===== src/rtl/flag_offset_loader.sv =====
module flag_offset_loader #(
  parameter int OFS_W = 16
) (
  input  logic             clk,
  input  logic             rst_full_n,
  input  logic             rst_part_n,
  input  logic [2:0]       sel,
  input  logic             par_wr,
  input  logic [OFS_W-1:0] par_data,
  output logic [OFS_W-1:0] ofs_ae,
  output logic [OFS_W-1:0] ofs_af,
  output logic             prog_done,
  output logic             data_wr
);
  localparam int BITS  = 2 * OFS_W;
  localparam int CNT_W = $clog2(BITS + 1);

  typedef enum logic [1:0] {M_DEF, M_SER, M_PAR} mode_t;

  mode_t            mode;
  logic [CNT_W-1:0] cnt;

  function automatic logic [OFS_W-1:0] dflt(input logic [2:0] c);
    case (c)
      3'd0:    return OFS_W'(8);
      3'd1:    return OFS_W'(16);
      3'd2:    return OFS_W'(64);
      3'd3:    return OFS_W'(256);
      default: return OFS_W'(1024);
    endcase
  endfunction

  wire ser_shift = rst_part_n && (mode == M_SER) && !prog_done && sel[1];
  wire par_load  = rst_part_n && (mode == M_PAR) && !prog_done && par_wr;

  always_ff @(posedge clk) begin
    if (!rst_full_n) begin
      cnt <= '0;
      if (sel < 3'd5) begin
        mode      <= M_DEF;
        ofs_ae    <= dflt(sel);
        ofs_af    <= dflt(sel);
        prog_done <= 1'b1;
      end else begin
        mode      <= (sel == 3'd5) ? M_SER : M_PAR;
        ofs_ae    <= '0;
        ofs_af    <= '0;
        prog_done <= 1'b0;
      end
    end else if (ser_shift) begin
      {ofs_ae, ofs_af} <= {ofs_ae[OFS_W-2:0], ofs_af, sel[0]};
      cnt <= cnt + 1'b1;
      if (cnt == CNT_W'(BITS - 1)) prog_done <= 1'b1;
    end else if (par_load) begin
      if (cnt == '0) ofs_ae <= par_data;
      else begin
        ofs_af    <= par_data;
        prog_done <= 1'b1;
      end
      cnt <= cnt + 1'b1;
    end
  end

  assign data_wr = par_wr & prog_done;

  AST_SER_LIMIT: assert property (@(posedge clk) disable iff (!rst_full_n) cnt <= CNT_W'(BITS));
  AST_DEF_MATCH: assert property (@(posedge clk) disable iff (!rst_full_n) (mode == M_DEF) |-> (ofs_ae == ofs_af) && prog_done);
  AST_PART_HOLD: assert property (@(posedge clk) disable iff (!rst_full_n) !rst_part_n |=> $stable(ofs_ae) && $stable(ofs_af) && $stable(prog_done));
  AST_DONE_STICKY: assert property (@(posedge clk) disable iff (!rst_full_n) prog_done |=> prog_done);
  AST_DONE_FREEZE: assert property (@(posedge clk) disable iff (!rst_full_n) prog_done |=> $stable(ofs_ae) && $stable(ofs_af));
endmodule


===== config.mk =====
export PLATFORM = sky130hd
export DESIGN_NAME = flag_offset_loader
export DESIGN_NICKNAME = d
export VERILOG_FILES = /design/src/rtl/flag_offset_loader.sv
export SDC_FILE = /design/constraint.sdc
export NUM_CORES = 1
export LEC_CHECK = 0
export BUFFER_PORTS_ARGS = -buffer_cell sky130_fd_sc_hd__buf_2
export CAP_MARGIN = 40
export CORE_ASPECT_RATIO = 0.5
export CORE_MARGIN = 3
export CORE_UTILIZATION = 25
export CTS_CLUSTER_DIAMETER = 80
export DETAILED_ROUTE_END_ITERATION = 7
export PLACE_DENSITY = 0.47
export SKIP_CTS_REPAIR_TIMING = 1
export SLEW_MARGIN = 20
export SYNTH_ARGS = -nofsm -noshare
export SYNTH_HDL_FRONTEND = slang
export SYNTH_SLANG_ARGS = --single-unit
export TNS_END_PERCENT = 20

===== constraint.sdc =====
create_clock -name clk -period 4.55 [get_ports clk]
set_clock_uncertainty 0.15 [all_clocks]
set_input_delay 0.91 -clock clk [delete_from_list [all_inputs] [get_ports clk]]
set_output_delay 0.91 -clock clk [all_outputs]
set_load 0.03 [all_outputs]

After elaboration in Yosys (flattened, before gate mapping) --
Index checks and enable logic that the tools add are counted.
Word-level totals: flip-flop bits (word level) 41, input bits 23, output and inout bits 34, word-level logic and storage cells 51
Cells by class: add/sub/neg operators 1, order comparisons 1, equality and inequality tests 11, mux-type cells 19, bitwise logic cells 1, reductions and logical operators 13
Operators with widths (count):
- 16-bit 2-to-1 mux | 9
- 11-bit one-hot mux with 4 select lines | 1
- 6-bit 2-to-1 mux | 2
- 6-bit by 1-bit adder with 6-bit output, second input constant | 1
- 3-bit by 2-bit equality test with 1-bit output, second input constant | 2
- 6-bit by 5-bit equality test with 1-bit output, second input constant | 1
- 1-bit logical AND | 6
- 6-bit zero test | 1
- 1-bit 2-to-1 mux | 6
- 3-bit by 1-bit inequality test with 1-bit output, second input constant | 2
- 2-bit AND reduction | 2
- 3-bit by 1-bit equality test with 1-bit output, second input constant | 1
- 3-bit equality test, second input constant | 1
- 3-bit zero test | 1
- 3-bit less-than comparator, second input constant | 1
- 3-bit by 2-bit inequality test with 1-bit output, second input constant | 1
- 3-bit inequality test, second input constant | 1
- 3-bit AND reduction | 1
- 2-bit by 1-bit equality test with 1-bit output, second input constant | 1
- 2-bit equality test, second input constant | 1
- 2-bit 2-to-1 mux | 1
- 2-bit nonzero test | 1
- 1-bit bitwise AND | 1
- 1-bit zero test | 1

Longest topological paths before layout --
depth after elaboration 7, mapped depth 6, mapped depth without buffers 5

Worst setup path before layout --
OpenSTA, ideal clock, no wires.
path kind input to register, start point input sel[1], end point register ofs_af[0], enable pin, library setup time 372 ps, arrival time 1984 ps, data required time 4028 ps, slack 2044 ps, stages 6, buffers on the path 3, path through buf_4 > nand3b_4 > o21a_1 > buf_6 > buf_2 > nand2_1
Between the ends: word-level cells in the longest chain between the ends 3, elaborated cells on any way between the ends 4, those cells by class eq/ne: 2; reduce/logical: 2
RTL lines:
- from (decl) | RTL line 7 | input logic [2:0] sel,
- 1-bit logical AND * | RTL line 33 | wire ser_shift = rst_part_n && (mode == M_SER) && !prog_done && sel[1];
- 3-bit inequality test (no line) or 3-bit by 1-bit inequality test with 1-bit output (tied branches)
- 2-bit AND reduction (no line) *
- to (signal assigned) | RTL line 42 | ofs_af <= dflt(sel);
- to (signal assigned) | RTL line 51 | {ofs_ae, ofs_af} <= {ofs_ae[OFS_W-2:0], ofs_af, sel[0]};
- to (signal assigned) | RTL line 57 | ofs_af <= par_data;
- to (decl) | RTL line 11 | output logic [OFS_W-1:0] ofs_af,
Every way passes the cells marked *; elsewhere a longest branch is shown, timed or not. A chain may end at the register's enable or synchronous reset.

Final worst setup path --
start point input rst_part_n, end point register ofs_af[8], enable pin
Between the ends: word-level cells in the longest chain between the ends 5, elaborated cells on any way between the ends 9, those cells by class eq/ne: 2; reduce/logical: 7
RTL lines:
- from (decl) | RTL line 6 | input logic rst_part_n,
- 1-bit logical AND (on tied branches) (3 in a row) | RTL line 33, 34
- 3-bit inequality test (no line) or 3-bit by 1-bit inequality test with 1-bit output (tied branches)
- 2-bit AND reduction (no line) *
Marked as above.

==> metrics.md <==
| Metric | Value |
|---|---|
| Vias | 1429 |
| Layout area overhead | 26.4% |
| CP required | 4.28 ns |
| DR pass1 iterations | 4 |
| Slowest cell on crit path | nand2_1 |
| Core area | 7070 um2 |
| Maximum clock path buffer count | 2 |
| Ys async rst share | 0 |
| Pwr per Cell Area | 398 nW/um2 |
| Row count | 21 |
| Max-slew violation count | 0 |
| Final layout net count | 220 |
| Gr ovfl total | 0 |
| Finished Layout Cells | 288 |
| Met2 wire length | 2080 um |
| Total length of routed wires | 4550 um |
| Fin crit share | 0.562 |
| Crit path max fanout | 34 |
| Max Fclk | 0.391 GHz |
| RSZ-0062 raised after global routing | no |
| FF+latch count, synth | 41 |
| Largest net degree at the start of global routing | 35 |
| Core Util, Final | 0.344 |
| DR top layer | met4 |
| Slew @ Worst Pin | 0.642 ns |
| Pint | 0.000732 W |
| Synthesized area | 1920 um2 |
| Syn avg cell area | 13.6 um2 |
| Sequential fraction of the synthesis area | 0.609 |
| Final Hold Viols | 0 |
| Met1 WL | 2160 um |
| IO Port Bufs | 56 |
| Routed vias/inst | 4.96 |
| CTS Root Cell | clkbuf_16 |
| Worst vdd ir | 123 uV |
| Total power | 0.000968 W |
| Max-cap violations | 0 |
| Max-slew headroom | 0.571 |
| Area leader, netlist | edfxtp_1 |
| Drt initial violations | 126 |
| Worst Hold Class | flip-flop to flip-flop |
| Cells after Synth | 141 |
| Number of synthesized flops with an enable pin | 35 |
| Sum Neg Setup Slack | 0 ns |
| Met3 WL | 274 um |
| Crit path buf inv count | 2 |
| Synth top cells by count | edfxtp_1, a22o_1, nand2_1, a221o_1 |
| Die ar. | 8840 um2 |
| Switch share | 0.244 |
| Final GP Congestion | 0.794 |
| Switching power | 0.000236 W |
| Crit path kind | primary input to flip-flop |
| Status | finished, final reports clean |
| H-tree Lvls | 2 |
| CTS Buf Count | 5 |
| Worst EP arrival | 2.28 ns |
| Wire per inst | 15.8 um |
| Leading cell type by number of instances after synthesis | edfxtp_1 |
| Die width | 130 um |
| Yosys Warn Count | 0 |
| Ordered cell list for the critical path | buf_2, nand2b_1, o21a_1, buf_4, nand2_1 |
| CTS tree | done |
| Inst Count DP | 280 |
| GRT Util Overall | 0.105 |
| Crit path max-delay family | simple AND/OR/NAND/NOR gates |
| P_leak | 0.947 nW |
| Die height | 68.0 um |
| Comb pwr share | 0.126 |
| Synth area leaders | edfxtp_1, a22o_1, dfxtp_1 |
| Clock Latency Late Sink | 0.28 ns |
| Post-route minimum period | 2.56 ns |
| Post-synthesis cell type count | 34 |
| Crit end category | flip-flop |
| # diodes | 0 |
| First-pass GRT wire length | 7020 um |
| Layout cell share with drive strength beyond 1 | 0.347 |
| Post-route ant nets | 0 |
| Initial antenna violation count | 0 |
| Clock transition at path regs | 0.06 ns |
| Worst setup SP type | primary input |
| Hold_ws | 0.341 ns |
| Setup violations, final | 0 |
| Vias in the first global route | 1340 |
| Post-synth top flop | edfxtp_1 |
| DR DRC count | 0 |
| Sequential Power Share | 0.463 |
| # clock sinks | 41 |
| Clock network power share | 0.411 |
| Initial Utilization | 0.272 |
| Crit path largest cell delay | 0.49 ns |
| Syn nets | 166 |
| Synth top area share | 0.547 |
| IO Pins | 57 |
| HPWL Detailed | 3290 um |
## per-layer routing
layer | global-route usage | vias up
met1 | 0.144 | 712
met3 | 0.0335 | 4
met5 | 0 | -
li1 | - | 672
met4 | 0.0350 | 0
met2 | 0.158 | 41
## metrics by stage
stage	setup WS, ns	cell area [um2]
after global placement	1.69	2260
after detailed placement	1.67	2260
final	1.99	2430
after floorplan	2.04	1920
after global routing	1.83	2430
after CTS	1.98	2430
## cell type report
cell class | instances | area (um2)
clock buffer | 5 | 125
clock inverter | 3 | 41.3
fill | 714 | 4640
inverter | 5 | 18.8
multi-input combinational | 84 | 664
sequential | 41 | 1170
tap | 92 | 115
timing repair buffer | 58 | 295
## power by group through the flow
stage	combinational, W	clock [W]	sequential [W]
final	0.000122	0.000398	0.000448
after global routing	0.000131	0.000430	0.000451
after CTS	0.000123	0.000410	0.000449
after detailed placement	0.000123	0	0.000456
after global placement	0.000123	0	0.000456
after floorplan	0.0000434	0	0.000494
## tightest hold or removal path, stage by stage, from the launching register on
cell,delay (ns)
dfxtp_1,0.33
nand2_1,0.06
mux2i_1,0.05
## placed cells by master, fill, tap and decap left out, types with 2 or more instances in the layout
master and instances:
o21ai_0 2, dfxtp_1 6, a221o_1 10, and2_1 2, mux2i_1 6, a22o_1 22
nand2b_1 4, clkbuf_16 5, inv_1 5, nor2_1 2, a211oi_1 3, ha_1 2
edfxtp_1 35, nand2_1 12, buf_2 56, buf_4 2, nor4b_1 3
## sequential cells by signal, indices dropped and copies added (netlist names)
name       cells
prog_done      1
cnt            6
ofs_af        16
mode           2
ofs_ae        16
## path summary, 6_finish.rpt
check                  start   endpoint  slack [ns]  cells past startpoint
setup / recovery  rst_part_n  ofs_af[8]        1.99                      5
hold reg to reg       cnt[4]     cnt[4]        0.34                      2
setup reg to reg   prog_done  ofs_af[8]        2.25                      4
hold / removal        cnt[4]     cnt[4]        0.34                      2
## cell families after synthesis
family | share of synthesized area
AO/OA/AOI/OAI | 0.193
adder cells (fa/ha/maj) | 0.0130
buffers and inverters | 0.0488
flip-flops | 0.609
multiplexers | 0.0312
AND/OR/NAND/NOR | 0.105
(Power assumes the default switching activity.)
